$ cat src/rtl/wdt_pkg.sv
package wdt_pkg;
  localparam int PS_W  = 2;
  localparam int PH_W  = 5;
  localparam int EN_BIT = 31;
  localparam int PS_LSB = 29;
  localparam int P1_LSB = 22;
  localparam int P2_LSB = 15;

  localparam logic [1:0] A_CTRL = 2'd0;
  localparam logic [1:0] A_KICK = 2'd1;
  localparam logic [1:0] A_STAT = 2'd2;

  typedef enum logic [1:0] {ST_IDLE, ST_PH1, ST_PH2, ST_FIRE} wdt_state_t;

  function automatic int unsigned tick_cycles(input int base, input int ps);
    return 32'd1 << (base + ps);
  endfunction

  function automatic logic [31:0] pack_ctrl(input logic en, input logic [PS_W-1:0] ps,
                                            input logic [PH_W-1:0] p1,
                                            input logic [PH_W-1:0] p2);
    logic [31:0] w;
    w = '0;
    w[EN_BIT] = en;
    w[PS_LSB +: PS_W] = ps;
    w[P1_LSB +: PH_W] = p1;
    w[P2_LSB +: PH_W] = p2;
    return w;
  endfunction
endpackage

$ cat src/rtl/wdt_regs.sv
module wdt_regs
  import wdt_pkg::*;
#(
  parameter logic [31:0] KICK_CODE = 32'h5A5A_C3C3
) (
  input  logic            clk_i,
  input  logic            rst_ni,
  input  logic            bus_wr_i,
  input  logic [1:0]      bus_addr_i,
  input  logic [31:0]     bus_wdata_i,
  output logic [31:0]     bus_rdata_o,
  input  logic            irq_i,
  input  logic            firing_i,
  input  logic            pulse_end_i,
  output logic            en_o,
  output logic [PS_W-1:0] ps_o,
  output logic [PH_W-1:0] p1_o,
  output logic [PH_W-1:0] p2_o,
  output logic            start_ev_o,
  output logic            stop_ev_o,
  output logic            kick_ev_o,
  output logic            irq_clr_o
);
  logic ctrl_wr;
  assign ctrl_wr    = bus_wr_i && bus_addr_i == A_CTRL;
  assign start_ev_o = ctrl_wr && bus_wdata_i[EN_BIT] && !en_o;
  assign stop_ev_o  = ctrl_wr && !bus_wdata_i[EN_BIT] && en_o && !firing_i;
  assign kick_ev_o  = bus_wr_i && bus_addr_i == A_KICK && bus_wdata_i == KICK_CODE
                      && en_o && !firing_i;
  assign irq_clr_o  = bus_wr_i && bus_addr_i == A_STAT && bus_wdata_i[0];

  always_ff @(posedge clk_i or negedge rst_ni) begin
    if (!rst_ni) begin
      en_o <= 1'b0;
      ps_o <= '0;
      p1_o <= '0;
      p2_o <= '0;
    end else begin
      if (pulse_end_i) en_o <= 1'b0;
      else if (ctrl_wr && !firing_i) en_o <= bus_wdata_i[EN_BIT];
      if (ctrl_wr) begin
        ps_o <= bus_wdata_i[PS_LSB +: PS_W];
        p1_o <= bus_wdata_i[P1_LSB +: PH_W];
        p2_o <= bus_wdata_i[P2_LSB +: PH_W];
      end
    end
  end

  always_comb begin
    case (bus_addr_i)
      A_CTRL:  bus_rdata_o = pack_ctrl(en_o, ps_o, p1_o, p2_o);
      A_STAT:  bus_rdata_o = {31'd0, irq_i};
      default: bus_rdata_o = '0;
    endcase
  end
endmodule

$ cat src/rtl/wdt_prescaler.sv
module wdt_prescaler
  import wdt_pkg::*;
#(
  parameter int TICK_BASE_LOG2 = 25,
  localparam int CW = TICK_BASE_LOG2 + (1 << PS_W) - 1
) (
  input  logic            clk_i,
  input  logic            rst_ni,
  input  logic            run_i,
  input  logic            restart_i,
  input  logic [PS_W-1:0] ps_i,
  output logic            tick_o
);
  logic [CW-1:0] cnt_q;
  logic [CW-1:0] last;

  assign last   = CW'(tick_cycles(TICK_BASE_LOG2, int'(ps_i)) - 1);
  assign tick_o = run_i && !restart_i && cnt_q == last;

  always_ff @(posedge clk_i or negedge rst_ni) begin
    if (!rst_ni) cnt_q <= '0;
    else if (!run_i || restart_i || tick_o) cnt_q <= '0;
    else cnt_q <= cnt_q + 1'b1;
  end

  p_tick_needs_run_r3: assert property (@(posedge clk_i) disable iff (!rst_ni)
    tick_o |-> $past(run_i) || $past(restart_i));
endmodule

$ cat src/rtl/wdt_phase_seq.sv
module wdt_phase_seq
  import wdt_pkg::*;
#(
  parameter int RST_PULSE_LEN = 16,
  localparam int PCW = $clog2(RST_PULSE_LEN + 1)
) (
  input  logic            clk_i,
  input  logic            rst_ni,
  input  logic            tick_i,
  input  logic            start_i,
  input  logic            stop_i,
  input  logic            kick_i,
  input  logic            irq_clr_i,
  input  logic [PH_W-1:0] p1_i,
  input  logic [PH_W-1:0] p2_i,
  output logic            run_o,
  output logic            firing_o,
  output logic            pulse_end_o,
  output logic            phase1_done_o,
  output logic            phase2_done_o,
  output logic            irq_o,
  output logic            rst_o
);
  wdt_state_t    st_q;
  logic [PH_W-1:0] tcnt_q;
  logic [PCW-1:0]  pcnt_q;
  logic            phase_end;

  assign run_o         = st_q == ST_PH1 || st_q == ST_PH2;
  assign firing_o      = st_q == ST_FIRE;
  assign rst_o         = firing_o;
  assign phase_end     = tick_i && tcnt_q == (st_q == ST_PH1 ? p1_i : p2_i);
  assign phase1_done_o = phase_end && st_q == ST_PH1 && !kick_i && !stop_i;
  assign phase2_done_o = phase_end && st_q == ST_PH2 && !kick_i && !stop_i;
  assign pulse_end_o   = firing_o && pcnt_q == PCW'(RST_PULSE_LEN - 1);

  always_ff @(posedge clk_i or negedge rst_ni) begin
    if (!rst_ni) begin
      st_q   <= ST_IDLE;
      tcnt_q <= '0;
      pcnt_q <= '0;
    end else begin
      case (st_q)
        ST_IDLE: if (start_i) begin st_q <= ST_PH1; tcnt_q <= '0; end
        ST_PH1, ST_PH2: begin
          if (stop_i) st_q <= ST_IDLE;
          else if (kick_i) begin st_q <= ST_PH1; tcnt_q <= '0; end
          else if (phase1_done_o) begin st_q <= ST_PH2; tcnt_q <= '0; end
          else if (phase2_done_o) begin st_q <= ST_FIRE; pcnt_q <= '0; end
          else if (tick_i) tcnt_q <= tcnt_q + 1'b1;
        end
        default: begin
          pcnt_q <= pcnt_q + 1'b1;
          if (pulse_end_o) st_q <= ST_IDLE;
        end
      endcase
    end
  end

  always_ff @(posedge clk_i or negedge rst_ni) begin
    if (!rst_ni) irq_o <= 1'b0;
    else if (kick_i) irq_o <= 1'b0;
    else if (phase1_done_o) irq_o <= 1'b1;
    else if (irq_clr_i) irq_o <= 1'b0;
  end

  p_irq_from_phase1_r4: assert property (@(posedge clk_i) disable iff (!rst_ni)
    $rose(irq_o) |-> $past(phase1_done_o));
  p_rst_from_phase2_r5: assert property (@(posedge clk_i) disable iff (!rst_ni)
    $rose(rst_o) |-> $past(phase2_done_o));
  p_kick_restart_r6: assert property (@(posedge clk_i) disable iff (!rst_ni)
    kick_i |=> !irq_o && st_q == ST_PH1 && tcnt_q == '0);
  p_stop_idle_r7: assert property (@(posedge clk_i) disable iff (!rst_ni)
    stop_i |=> st_q == ST_IDLE && !rst_o);
  p_pulse_holds_r8: assert property (@(posedge clk_i) disable iff (!rst_ni)
    rst_o && !pulse_end_o |=> rst_o);
  p_irq_level_r9: assert property (@(posedge clk_i) disable iff (!rst_ni)
    $fell(irq_o) |-> $past(irq_clr_i) || $past(kick_i));
endmodule

$ cat src/rtl/wdt_twophase.sv
module wdt_twophase
  import wdt_pkg::*;
#(
  parameter int          TICK_BASE_LOG2 = 25,
  parameter int          RST_PULSE_LEN  = 16,
  parameter logic [31:0] KICK_CODE      = 32'h5A5A_C3C3
) (
  input  logic        clk_i,
  input  logic        rst_ni,
  input  logic        bus_wr_i,
  input  logic [1:0]  bus_addr_i,
  input  logic [31:0] bus_wdata_i,
  output logic [31:0] bus_rdata_o,
  output logic        irq_o,
  output logic        rst_o
);
  logic            en, start_ev, stop_ev, kick_ev, irq_clr;
  logic [PS_W-1:0] ps;
  logic [PH_W-1:0] p1, p2;
  logic            run, firing, pulse_end, tick, phase1_done, phase2_done;

  wdt_regs #(.KICK_CODE(KICK_CODE)) u_regs (
    .clk_i, .rst_ni, .bus_wr_i, .bus_addr_i, .bus_wdata_i, .bus_rdata_o,
    .irq_i(irq_o), .firing_i(firing), .pulse_end_i(pulse_end),
    .en_o(en), .ps_o(ps), .p1_o(p1), .p2_o(p2),
    .start_ev_o(start_ev), .stop_ev_o(stop_ev), .kick_ev_o(kick_ev), .irq_clr_o(irq_clr)
  );

  wdt_prescaler #(.TICK_BASE_LOG2(TICK_BASE_LOG2)) u_pre (
    .clk_i, .rst_ni, .run_i(run), .restart_i(kick_ev || stop_ev), .ps_i(ps), .tick_o(tick)
  );

  wdt_phase_seq #(.RST_PULSE_LEN(RST_PULSE_LEN)) u_seq (
    .clk_i, .rst_ni, .tick_i(tick), .start_i(start_ev), .stop_i(stop_ev),
    .kick_i(kick_ev), .irq_clr_i(irq_clr), .p1_i(p1), .p2_i(p2),
    .run_o(run), .firing_o(firing), .pulse_end_o(pulse_end),
    .phase1_done_o(phase1_done), .phase2_done_o(phase2_done),
    .irq_o(irq_o), .rst_o(rst_o)
  );

  p_pulse_end_disables_r8: assert property (@(posedge clk_i) disable iff (!rst_ni)
    $fell(rst_o) |-> !en);
  p_run_needs_enable_r7: assert property (@(posedge clk_i) disable iff (!rst_ni)
    run |-> en);
  p_foreign_no_restart_r10: assert property (@(posedge clk_i) disable iff (!rst_ni)
    (bus_wr_i && bus_addr_i == A_KICK && bus_wdata_i != KICK_CODE) |-> !kick_ev);
endmodule

$ cat config.mk
export PLATFORM = sky130hd
export DESIGN_NAME = wdt_twophase
export DESIGN_NICKNAME = d
export VERILOG_FILES = /design/src/rtl/wdt_pkg.sv /design/src/rtl/wdt_regs.sv /design/src/rtl/wdt_prescaler.sv /design/src/rtl/wdt_phase_seq.sv /design/src/rtl/wdt_twophase.sv
export SDC_FILE = /design/constraint.sdc
export NUM_CORES = 1
export LEC_CHECK = 0
export ABC_AREA = 1
export BUFFER_PORTS_ARGS = -buffer_cell sky130_fd_sc_hd__buf_2
export CAP_MARGIN = 25
export CORE_ASPECT_RATIO = 1.2
export CORE_MARGIN = 2
export CORE_UTILIZATION = 48
export CTS_CLUSTER_DIAMETER = 200
export DETAILED_ROUTE_END_ITERATION = 12
export GPL_ROUTABILITY_DRIVEN = 0
export HOLD_SLACK_MARGIN = 0.1
export PLACE_DENSITY = 0.71
export RECOVER_POWER = 25
export SYNTH_ARGS = -nofsm -noshare
export SYNTH_HDL_FRONTEND = slang
export SYNTH_HIERARCHICAL = 1
export SYNTH_SLANG_ARGS = --single-unit
$ cat constraint.sdc
create_clock -name clk_i -period 3.6 [get_ports clk_i]
set_clock_uncertainty 0.1 [all_clocks]
set_input_delay 0.36 -clock clk_i [delete_from_list [all_inputs] [get_ports clk_i]]
set_output_delay 0.36 -clock clk_i [all_outputs]
set_load 0.03 [all_outputs]
## Word-level counts from Yosys, hierarchy flattened

Cells that the tools add are included.

| cells by class | value |
|---|---|
| muxes and demuxes | 27 |
| add/sub/neg operators | 5 |
| shift-type cells | 1 |
| reduce and logical (&&, ||, !) cells | 44 |
| equal/unequal tests | 17 |
| bitwise logic cells | 1 |

Operator list:

| operator | number |
|---|---|
| $pmux W32 S2 | 1 |
| $mux W5 | 11 |
| $eq A32 B31 Y1 const B | 1 |
| $shl A1 B32 Y28 const A | 1 |
| $add A28 B1 Y28 const B | 1 |
| $eq A28 B28 Y1 | 1 |
| $mux W28 | 1 |
| $sub A28 B1 Y28 const B | 1 |
| $logic_and A1 B1 Y1 | 23 |
| $pmux W5 S2 | 2 |
| $mux W2 | 6 |
| $add A5 B1 Y5 const B | 2 |
| $ne A2 B2 Y1 const B | 5 |
| $reduce_and A5 Y1 | 2 |
| $ne A4 B4 Y1 const B | 2 |
| $logic_not A1 Y1 | 7 |
| $add A5 B2 Y6 const A | 1 |
| $eq A2 B2 Y1 const B | 3 |
| $reduce_bool A3 Y1 | 2 |
| $eq A5 B4 Y1 const B | 1 |
| $eq A5 B5 Y1 | 1 |
| $mux W1 | 5 |
| $ne A5 B5 Y1 const B | 1 |
| $eq A2 B1 Y1 const B | 2 |
| other kinds (7) | 12 |

| storage, ports and cells | value |
|---|---|
| word-level logic and storage cells | 104 |
| output and inout port bits | 34 |
| input port bits | 37 |
| flip-flop bits (word level) | 54 |

## Logic depth before layout (Yosys ltp)

Gate-level depths: netlist of the first run.

| logic depth | value |
|---|---|
| word-level depth | 18 |
| mapped depth | 19 |
| mapped depth without buffers | 19 |

## Modules after synthesis

Netlist of the first run, hierarchy kept.

Modules (own cells, without submodules):

| module | area each (µm²) | sequential area each (µm²) | cells an instance | times used |
|---|---|---|---|---|
| wdt_prescaler | 1747.9 | 700.7 | 242 | 1 |
| wdt_phase_seq | 1123.6 | 325.3 | 157 | 1 |
| wdt_regs | 974.7 | 325.3 | 137 | 1 |
| wdt_twophase | 11.3 | 0.0 | 3 | 1 |

## Worst setup path before layout of the first run

OpenSTA, ideal clock, no wires.

| timing | value |
|---|---|
| path type | reg2reg |
| start | reg u_seq.st_q[0] |
| end | reg u_seq.tcnt_q[2] |
| cell stages (with the launch flop) | 20 |
| library setup time | 0.119 ns |
| required time | 3.381 ns |
| buffers on the path | 0 |
| slack | 1.096 ns |
| clock period less this slack | 2.504 ns |
| arrival time | 2.285 ns |
| path through | dfrtp_1 ha_1 inv_1 nand3_1 nor2_1 nand3_1 nor2_1 inv_1 nand2_1 nor2_1 nor3b_1 nand2_1 nor2_4 nand3_2 nor2_4 nor2_2 nand2_4 nand2_4 nand2_1 nand2_1 |

| on the way | value |
|---|---|
| word-level cells in the longest chain between the ends | 15 |

RTL lines:

| element | line | RTL |
|---|---|---|
| start, declared | wdt_phase_seq.sv:24 | `wdt_state_t st_q;` |
| start signal, assigned | wdt_phase_seq.sv:39 | `st_q <= ST_IDLE;` |
| start signal, assigned | wdt_phase_seq.sv:44 | `ST_IDLE: if (start_i) begin st_q <= ST_PH1; tcnt_q <= '0; end` |
| start signal, assigned | wdt_phase_seq.sv:46 | `if (stop_i) st_q <= ST_IDLE;` |
| $eq A2 B2 Y1 * | wdt_phase_seq.sv:30 | `assign firing_o = st_q == ST_FIRE;` |
| via firing | wdt_twophase.sv:20 | `logic run, firing, pulse_end, tick, phase1_done, phase2_done;` |
| $logic_not A1 Y1 * | wdt_regs.sv:29 | `&& en_o && !firing_i;` |
| $logic_and A1 B1 Y1 * | wdt_regs.sv:29 |  |
| via kick_ev | wdt_twophase.sv:17 | `logic en, start_ev, stop_ev, kick_ev, irq_clr;` |
| $logic_or A1 B1 Y1 * | wdt_twophase.sv:30 | `.clk_i, .rst_ni, .run_i(run), .restart_i(kick_ev \|\| stop_ev), .ps_i(ps), .tick_o(tick)` |
| $logic_not A1 Y1 * | wdt_prescaler.sv:18 | `assign tick_o = run_i && !restart_i && cnt_q == last;` |
| $logic_and A1 B1 Y1 * (2 in a row) | wdt_prescaler.sv:18 |  |
| via tick | wdt_twophase.sv:20 |  |
| $logic_and A1 B1 Y1 * | wdt_phase_seq.sv:32 | `assign phase_end = tick_i && tcnt_q == (st_q == ST_PH1 ? p1_i : p2_i);` |
| $logic_and A1 B1 Y1 * (3 in a row) | wdt_phase_seq.sv:33 | `assign phase1_done_o = phase_end && st_q == ST_PH1 && !kick_i && !stop_i;` |
| via phase1_done | wdt_twophase.sv:20 |  |
| $mux W5 | wdt_phase_seq.sv:48 | `else if (phase1_done_o) begin st_q <= ST_PH2; tcnt_q <= '0; end` |
| $mux W5 | wdt_phase_seq.sv:47 | `else if (kick_i) begin st_q <= ST_PH1; tcnt_q <= '0; end` |
| $mux W5 | wdt_phase_seq.sv:46 |  |
| $pmux W5 S2 | wdt_phase_seq.sv:43 | `case (st_q)` |
| end signal, assigned | wdt_phase_seq.sv:50 | `else if (tick_i) tcnt_q <= tcnt_q + 1'b1;` |
| end, declared | wdt_phase_seq.sv:25 | `logic [PH_W-1:0] tcnt_q;` |

The timed path passes the listed nets; every way through them passes the cells marked *. The select of a mux whose other input is x is not followed.
A chain may end at the register's enable or synchronous reset.

## Worst setup path in the final report of the first run

| timing | value |
|---|---|
| start | reg u_seq.st_q[0] |
| end | reg u_seq.tcnt_q[2] |

| on the way | value |
|---|---|
| word-level cells in the longest chain between the ends | 15 |

RTL lines:

| element | line |
|---|---|
| $eq A2 B2 Y1 * | wdt_phase_seq.sv:30 |
| $logic_not A1 Y1 * | wdt_regs.sv:29 |
| $logic_and A1 B1 Y1 * | wdt_regs.sv:29 |
| via kick_ev | wdt_twophase.sv:17 |
| $logic_or A1 B1 Y1 * | wdt_twophase.sv:30 |
| $logic_not A1 Y1 * | wdt_prescaler.sv:18 |
| $logic_and A1 B1 Y1 * (2 in a row) | wdt_prescaler.sv:18 |
| via tick | wdt_twophase.sv:20 |
| $logic_and A1 B1 Y1 * | wdt_phase_seq.sv:32 |
| $logic_and A1 B1 Y1 * (3 in a row) | wdt_phase_seq.sv:33 |
| via phase1_done | wdt_twophase.sv:20 |
| $mux W5 | wdt_phase_seq.sv:48 |
| $mux W5 | wdt_phase_seq.sv:47 |
| $mux W5 | wdt_phase_seq.sv:46 |
| $pmux W5 S2 | wdt_phase_seq.sv:43 |

Marks and branches as above.

==> results of run 1 <==
## what timing repair did
action,in CTS,in global routing
gates resized for setup,0,0
hold buffers,0,1
hold endpoints to repair,0,21
buffers inserted,0,0
## cell usage in the layout, fill, tap and decap left out, types with 2 or more instances in the layout
cell type  synthesis  routed
nand2_1          124     124
nor2_1           109     109
inv_1             72      73
dfrtp_1           54      54
buf_2              1      50
nand3_1           42      43
conb_1             1      18
nor2_2            14      14
xor2_1            12      12
nand2_2           11      11
ha_1               8       8
xnor2_1            7       7
a21oi_2            7       7
nand2_4            6       6
nand4_1            6       6
clkbuf_8           0       5
inv_2              5       4
nor2_4             4       4
o21ai_0            1       4
a21oi_1            4       4
clkbuf_1           0       3
nand3b_1           3       3
nor3_1             3       3
o21ai_2            6       3
nand3_2            2       2
nor2_8             2       2
nand4_2            2       2
o21ai_1            2       2
## through the flow
step	setup WS (ns)	power, mW	std cells
after floorplan	1.10	1.66	556
after global placement	0.958	1.76	677
after detailed placement	0.767	1.80	677
after CTS	0.747	2.15	685
after global routing	0.421	2.31	687
final	0.780	2.12	687
## cells by family (layout without fill, tap and decap cells)
family                   after synthesis  in the layout  synth area share [%]
other                                  1             18                0.0972
AND/OR/NAND/NOR                      332            332                  40.3
buffers and inverters                101            140                  12.8
XOR/XNOR                              19             19                  4.31
AO/OA/AOI/OAI                         24             24                  4.83
adder cells (fa/ha/maj)                8              8                  2.59
flip-flops                            54             54                  35.0
## report_power, final
group	switching [mW]	internal, mW
Combinational	0.695	0.303
Clock	0.198	0.138
Sequential	0.0930	0.693
## worst max-delay path, delay by kind of cell, from the launching register on
family	cells	cell delay, ns
DFF	1	0.40
adders and majority gates	1	0.26
buffers and inverters	2	0.15
and+or+nand+nor	16	1.80
## flip-flops by register name, summed over array words and instances, names as in the netlist
signal / cells
u_pre/cnt_q: 28
u_seq/irq_o: 1
u_seq/pcnt_q: 5
u_regs/en_o: 1
u_seq/tcnt_q: 5
u_regs/p1_o: 5
u_regs/p2_o: 5
u_regs/ps_o: 2
u_seq/st_q: 2
## area by class of cell
cell class                 count  area [sq um]
tap                           92           115
clock buffer                   6          72.6
sequential                    54          1350
inverter                      77           289
multi-input combinational    401          2050
timing repair buffer          55           303
fill                         790          3550
clock inverter                 2          13.8
## metal layers
metal	global-route usage [%]	wire length, microns
met2	38.9	4360
met5	0	0
met4	4.40	81
met3	3.39	297
met1	23.6	3440
## path summary, 6_finish.rpt
check	slack [ns]	from	to
max in group asynchronous	1.66	rst_ni	u_pre/cnt_q[0]
worst min-delay path	0.21	bus_wdata_i[16]	u_regs/p2_o[1]
min in group asynchronous	0.77	rst_ni	u_pre/cnt_q[11]
worst min register to register	0.40	u_pre/cnt_q[0]	u_pre/cnt_q[0]
worst max-delay path	0.78	u_seq/st_q[0]	u_seq/tcnt_q[2]
worst max register to register	0.78	u_seq/st_q[0]	u_seq/tcnt_q[2]
==> flow_metrics.tcl, run 1 <==
set metrics [dict create \
    drc 0 \
    path_cells "ha_1, inv_1, nand3_1, nor2_1, nand3_1, nor2_1, inv_1, nand2_1, nor2_1, nor3b_1, nand2_1, nor2_4, nand3_2, nor2_4, nor2_2, nand2_4, nand2_4, nand2_1, nand2_1" \
    maxCapViolCount 0 \
    synth.distinct_cells 38 \
    io_buffers 52 \
    dpl_cell_area_sq_um 4100 \
    syn2layout_area_growth_pct 8.79 \
    synth_area_leaders "dfrtp_1 (35%), nand2_1 (12%), nor2_1 (11%), inv_1 (7.0%), nand3_1 (5.4%)" \
    critPathMaxFanout 6 \
    max_freq_mhz 355 \
    p_leak_nw 2.13 \
    htree_levels 2 \
    ant_nets 0 \
    yosys.area.top_type "dfrtp_1" \
    initialDrtViolationCount 91 \
    syn_area_per_cell_sq_um 7.16 \
    fin_tns_setup_ns 0 \
    ir_drop_uv 436 \
    slew_violations 0 \
    period_needed_ns 2.82 \
    p_per_area_nw_per_um2 505 \
    ios 71 \
    grt_pass1_wl_microns 14500 \
    cts_buffers 5 \
    required_ns 3.70 \
    async_flop_share_pct 100 \
    slew_headroom_pct 10.4 \
    worst_hold_path.num_cells 3 \
    grt_antenna_before_repair 0 \
    dieHeight_microns 102 \
    slowest_stage "dfrtp_1" \
    hold_class "in2reg" \
    vias_per_cell 4.84 \
    utilization_pct 54.1 \
    worst_setup_path_start_kind "flop" \
    clockRootBuffer "clkbuf_8" \
    grt_overflow 0 \
    totalWireLength_microns 8180 \
    synth_common_cells "nand2_1 (124), nor2_1 (109), inv_1 (72), dfrtp_1 (54), nand3_1 (42)" \
    synthFlopType "dfrtp_1" \
    worstRegToRegCells 19 \
    finalSetupViolations 0 \
    synth_warnings 6 \
    fin_area_sq_um 4200 \
    crit_path_end_kind "flop" \
    synth_top_cell_area_share_pct 35.0 \
    max_stage_delay_ns 0.40 \
    finalCritPeriodShare_pct 78.3 \
    syn_area_sq_um 3860 \
    grt_pass1_vias 3311 \
    drtPass1Iterations 6 \
    routedWlPerCell_microns 11.9 \
    cts_max_path_buffers 2 \
    core_sq_um 7750 \
    nNetsFinal 639 \
    worst_path_most_repeated_cell "nand2_1" \
    rows 35 \
    path_class "reg2reg" \
    grt_usage_pct 20.3 \
    hold_viol 0 \
    grt_start_max_net_pins 45 \
    clk_pin_slew_ns 0.10 \
    crit_arrival_ns 2.92 \
    worstMarginPinSlew_ns 1.34 \
    cts_tree "built" \
    ys_ff_latch 54 \
    place_hpwl_microns 6380 \
    initial_utilization_pct 49.8 \
    diodes 0 \
    postSynthCellCount 539 \
    cts.sinks 54 \
    hold_ws_ns 0.205 \
    clk_latency_ns 0.31 \
    dieArea_sq_um 8770 \
    die_x_microns 85.8 \
    layout-drive-gt1-share_pct 19.5 \
    synthMostInstantiatedCell "nand2_1" \
    seq_area_frac_synth_pct 35.0 \
    rsz0062_at_grt "false" \
    status "finished, final reports clean" \
    synth_edf_count 0 \
    vias 3326 \
]
Note: power is estimated with default switching activity, not from simulation.
==> run 2, diff against run 1 <==
- clock period: 3.6 -> 2.6 ns (I/O delays scaled with it)
==> run 2 against run 1 <==
Critical path depth down 4. Utilization up 2.5 points. Power up 50%. Critical endpoint unchanged. Maximum frequency up 17%. First-iteration DRC count up 80%. Register-to-register slack worse by 0.60 ns. Cell count up 2.5%. Largest cell class unchanged. Setup slack worse by 0.60 ns. Wire length up 3.3%. Highest routed layer unchanged. Critical path type unchanged. Sequential cell count unchanged. Die area unchanged. Non-clock buffer count up 17.
==> flow_metrics.tcl, run 2 (synthesized netlist as in run 1, its figures left out) <==
set metrics [dict create \
    ant_nets 0 \
    grt_usage_pct 20.2 \
    slowest_stage "dfrtp_1" \
    rsz0062_at_grt "true" \
    max_stage_delay_ns 0.39 \
    die_x_microns 85.8 \
    mostFrequentLayoutCells "nand2_1 (120), nor2_1 (107), inv_1 (71)" \
    path_cells "ha_2, nand3_2, inv_2, nand2_4, nor2_8, nand2_4, nor3b_2, nand2_1, nor2_4, nand4_2, o21ai_2, nand2_4, nand2_4, nand2_2, nand2_1" \
    period_needed_ns 2.42 \
    place_hpwl_microns 6540 \
    rows 35 \
    largest_reg_flops 28 \
    crit_arrival_ns 2.57 \
    crit_path_end_kind "flop" \
    finalSetupViolations 0 \
    worst_path_most_repeated_cell "nand2_4" \
    p_per_area_nw_per_um2 726 \
    finalCritPeriodShare_pct 92.9 \
    cts_max_path_buffers 2 \
    syn2layout_area_growth_pct 13.9 \
    grt_pass1_vias 3353 \
    n_fill_cell 779 \
    p_leak_nw 2.21 \
    intPower_mw 1.76 \
    status "finished, final reports clean" \
    final_common_cell "nand2_1" \
    vias 3373 \
    cts.sinks 54 \
    nNetsFinal 656 \
    clk_latency_ns 0.31 \
    htree_levels 2 \
    initial_utilization_pct 49.8 \
    cts_buffers 5 \
    totalWireLength_microns 8450 \
    maxCapViolCount 0 \
    top_register "u_pre/cnt_q" \
    diodes 0 \
    p_clk_share_pct 18.1 \
    drtPass1Iterations 6 \
    cp_num_buf_inv 1 \
    vias_per_cell 4.79 \
    path_class "reg2reg" \
    grt_pass1_wl_microns 14200 \
    grt_start_max_net_pins 29 \
    worst_setup_path_start_kind "flop" \
    core_sq_um 7750 \
    drc 0 \
    sw_frac_of_total_pct 44.7 \
    cts_tree "built" \
    worstMarginPinSlew_ns 1.06 \
    clk_pin_slew_ns 0.10 \
    io_buffers 52 \
    initialDrtViolationCount 164 \
    required_ns 2.76 \
    ir_drop_uv 406 \
    hold_viol 0 \
    slew_headroom_pct 29.0 \
    ios 71 \
    routedWlPerCell_microns 12.0 \
    clockRootBuffer "clkbuf_8" \
    slew_violations 0 \
    rrSetupSlack_ns 0.18 \
    crit_family "simple AND/OR/NAND/NOR gates" \
    layout-drive-gt1-share_pct 22.9 \
    grt_antenna_before_repair 0 \
    critPathMaxFanout 6 \
    switchingPower_mw 1.43 \
    dieArea_sq_um 8770 \
    power_mw 3.19 \
    max_freq_mhz 414 \
    grt_overflow 0 \
    hold_class "in2reg" \
    utilization_pct 56.7 \
    dieHeight_microns 102 \
    p_comb_share_pct 47.7 \
    seq_power_share_pct 34.2 \
]
[run 2: final cells by class]
| type | count | area (sq um) | area share (%) |
|---|---|---|---|
| inverters | 77 | 289 | 6.58 |
| flip-flops and latches | 54 | 1350 | 30.8 |
| repair buffers | 72 | 420 | 9.57 |
| multi-input cells | 401 | 2100 | 47.9 |
| clock inverters | 3 | 45.0 | 1.03 |
| well taps | 92 | 115 | 2.62 |
| clock buffers | 5 | 68.8 | 1.57 |
[run 2: path summary, 6_finish.rpt]
check,startpoint,to,cells after the start
min,bus_wdata_i[24],u_regs/p1_o[2],3
min in group asynchronous,rst_ni,u_pre/cnt_q[9],2
max,u_pre/cnt_q[0],u_seq/tcnt_q[2],15
max reg2reg,u_pre/cnt_q[0],u_seq/tcnt_q[2],15
min reg2reg,u_pre/cnt_q[0],u_pre/cnt_q[0],1
max in group asynchronous,rst_ni,u_pre/cnt_q[23],3
[run 2: power groups by stage]
stage               Clock [mW]  Combinational, mW  Sequential [mW]
floorplan                    0               1.23             1.07
global placement             0               1.41             1.10
detailed placement           0               1.45             1.10
CTS                      0.597               1.47             1.09
global route             0.626               1.69             1.11
finish                   0.578               1.52             1.09
[run 2: metal layers]
metal  up-vias  global-route usage (%)  part of all wire [%]
met5         -                       0                     0
met4         0                    9.04                   2.5
met3        18                    2.91                   2.8
met2        75                    39.3                    53
met1      1525                    21.5                    42
li1       1755                       -                     -
[run 2: worst register-to-register path, stage by stage (launching register included)]
cell	delay (ns)
dfrtp_1	0.39
ha_2	0.22
nand3_2	0.11
inv_2	0.11
nand2_4	0.08
nor2_8	0.15
nand2_4	0.08
nor3b_2	0.19
nand2_1	0.12
nor2_4	0.16
nand4_2	0.18
o21ai_2	0.13
nand2_4	0.10
nand2_4	0.12
nand2_2	0.05
nand2_1	0.06
[run 2: repair_timing]
action / 4_1_cts / 5_1_grt
resized for setup: 0 / 12
setup buffers: 0 / 4
endpoints found under the setup margin: 0 / 12
hold endpoints to repair: 23 / 0
hold buffers: 6 / 0
[run 2: through the flow]
stage	setup TNS [ns]	std cells	worst slack [ns]	cell area (sq um)	hold WS, ns
6_report	0	704	0.184	4390	0.116
3_3_place_gp	0	686	0.212	4170	0.127
4_1_cts	0	700	0.0675	4340	0.103
5_1_grt	-0.0513	704	-0.0134	4390	0.112
3_5_place_dp	0	686	0.110	4170	0.131
2_1_floorplan	0	556	0.0964	3920	-0.136
==> run 3, diff against run 2 <==
- SETUP_SLACK_MARGIN: not set -> 0.3
==> run 3 against run 2 <==
Clock power down 15%. Sequential power hardly changed. Sequential share of layout area is 0.25 points lower. Count of clock-buffer cells in the layout did not move. Register-to-register slack better by 0.11 ns. Cell count unchanged. Setup slack improved by 0.11 ns. Maximum frequency increased by 4.8%. Critical endpoint unchanged. Via count up 1.3%. Power grew 0.35%.
==> flow_metrics.tcl, run 3 (synthesized netlist as in run 1, its figures left out) <==
set metrics [dict create \
    p_clk_share_pct 15.3 \
    initial_utilization_pct 49.8 \
    status "finished, final reports clean" \
    routedWlPerCell_microns 11.9 \
    max_stage_delay_ns 0.41 \
    diodes 0 \
    n_fill_cell 744 \
    grt_start_max_net_pins 55 \
    rrSetupSlack_ns 0.29 \
    vias_per_cell 4.85 \
    p_comb_share_pct 50.4 \
    final_common_cell "nand2_1" \
    grt_pass1_vias 3284 \
    maxCapViolCount 0 \
    required_ns 2.70 \
    max_freq_mhz 434 \
    dpl_cell_area_sq_um 4150 \
    cts_buffers 5 \
    dieHeight_microns 102 \
    intPower_mw 1.72 \
    place_hpwl_microns 6330 \
    whs_endpoint "u_regs/p2_o[1]" \
    cts.sinks 54 \
    layout-drive-gt1-share_pct 24.2 \
    slowest_stage "dfrtp_1" \
    finalSetupViolations 0 \
    path_cells "ha_4, nand3_4, inv_2, nand2_4, nor2_8, nand2_4, nor3b_4, nand2_2, nor2_4, nand3_2, nor2_4, nor2_2, nand2_4, nand2_4, nand2_1, nand2_1" \
    rows 35 \
    crit_arrival_ns 2.41 \
    worst_hold_path.num_cells 3 \
    slew_violations 0 \
    pre_cts_slack_ns 0.120 \
    core_sq_um 7750 \
    ant_nets 0 \
    totalWireLength_microns 8410 \
    seq_power_share_pct 34.3 \
    rr_startpoint "u_pre/cnt_q[1]" \
    clockRootBuffer "clkbuf_8" \
    grt_overflow 0 \
    finalCritPeriodShare_pct 88.7 \
    p_leak_nw 2.23 \
    fin_area_sq_um 4430 \
    worstReg2RegEnd "u_seq/tcnt_q[2]" \
    worstMarginPinSlew_ns 1.31 \
    drc 0 \
    hold_path_startpoint "bus_wdata_i[16]" \
    period_needed_ns 2.31 \
    die_x_microns 85.8 \
    largest_reg_flops 28 \
    cts_max_path_buffers 2 \
    grt_pass1_wl_microns 14300 \
    io_buffers 52 \
    multi_input_area_sq_um 2160 \
    worst_slack_ns 0.295 \
    ios 71 \
    grt_usage_pct 20.0 \
    top_register "u_pre/cnt_q" \
    mostFrequentLayoutCells "nand2_1 (121), nor2_1 (106), inv_1 (72)" \
    htree_levels 2 \
    crit_family "simple AND/OR/NAND/NOR gates" \
    initialDrtViolationCount 129 \
    critPathMaxFanout 6 \
    slew_headroom_pct 12.8 \
    utilization_pct 57.1 \
    switchingPower_mw 1.48 \
    hold_ws_ns 0.108 \
    vias 3416 \
    syn2layout_area_growth_pct 14.8 \
    finalNonFillerCells 704 \
    dieArea_sq_um 8770 \
    fin_tns_setup_ns 0 \
    sw_frac_of_total_pct 46.2 \
    hold_class "in2reg" \
    clk_latency_ns 0.31 \
    p_per_area_nw_per_um2 723 \
    worstRegToRegCells 16 \
    grt_antenna_before_repair 0 \
    cp_num_buf_inv 1 \
    register_area_sq_um 1350 \
    drtPass1Iterations 4 \
    dp.cells 682 \
    cts_tree "built" \
    power_mw 3.20 \
    rsz0062_at_grt "true" \
    worst_path_most_repeated_cell "nand2_4" \
    hold_viol 0 \
    crit_path_end_kind "flop" \
    ir_drop_uv 606 \
    nNetsFinal 656 \
    clk_pin_slew_ns 0.11 \
    path_class "reg2reg" \
    worst_setup_path_start_kind "flop" \
]
[run 3: cell types whose count changed in the layout (fill, tap and decap cells not counted), sizes merged]
| cell | change |
|---|---|
| buf | +7 |
| bufinv | -1 |
| clkbuf | -4 |
| clkinv | +3 |
| clkinvlp | -2 |
| dlygate4sd3 | -3 |
[run 3: power by group through the flow]
stage                     Clock (mW)  Combinational [mW]  Sequential (mW)
final                          0.490                1.61             1.10
after global placement             0                1.41             1.10
after CTS                      0.507                1.55             1.09
after floorplan                    0                1.24             1.07
after detailed placement           0                1.44             1.11
after global routing           0.542                1.82             1.12
[run 3: routing by layer]
| metal | global-route usage, % | vias up | routed length, microns |
|---|---|---|---|
| li1 | - | 1757 | - |
| met2 | 38.5 | 74 | 4550 |
| met4 | 5.25 | 0 | 140 |
| met1 | 23.4 | 1571 | 3430 |
| met3 | 2.50 | 14 | 282 |
| met5 | 0 | - | 0 |
[run 3: how the worst max path moves through the flow]
stage,start,to,slack (ns),depth (start not counted)
after floorplan,u_seq/st_q[1],u_seq/tcnt_q[2],0.32,19
after global placement,u_seq/st_q[1],u_seq/st_q[1],0.21,17
after detailed placement,u_seq/st_q[0],u_seq/st_q[1],0.12,17
after CTS,u_seq/st_q[0],u_seq/tcnt_q[2],0.31,19
after global routing,u_pre/cnt_q[1],u_seq/tcnt_q[4],0.12,16
final,u_pre/cnt_q[1],u_seq/tcnt_q[2],0.29,16
[run 3: cell type report]
cell class	instances	share of cell area, %
flip-flops and latches	54	30.5
repair buffers	72	9.38
multi-input cells	401	48.8
clock inverters	3	0.593
clock buffers	5	1.55
well taps	92	2.60
inverters	77	6.53
[run 3: timing repair]
| item | CTS | global route |
|---|---|---|
| hold endpoints to repair | 56 | 0 |
| gates resized for setup | 9 | 9 |
| setup buffers | 8 | 3 |
| hold buffers | 3 | 0 |
| pin swaps | 7 | 11 |
| setup endpoints to repair | 12 | 12 |
| gates cloned | 0 | 0 |
[run 3: worst reg2reg max path: cells and delay by family (launching register included)]
family	cells	cell delay (ns)
AND/OR/NAND/NOR	14	1.43
buffers and inverters	1	0.09
flip-flops	1	0.41
adder cells (fa/ha/maj)	1	0.17
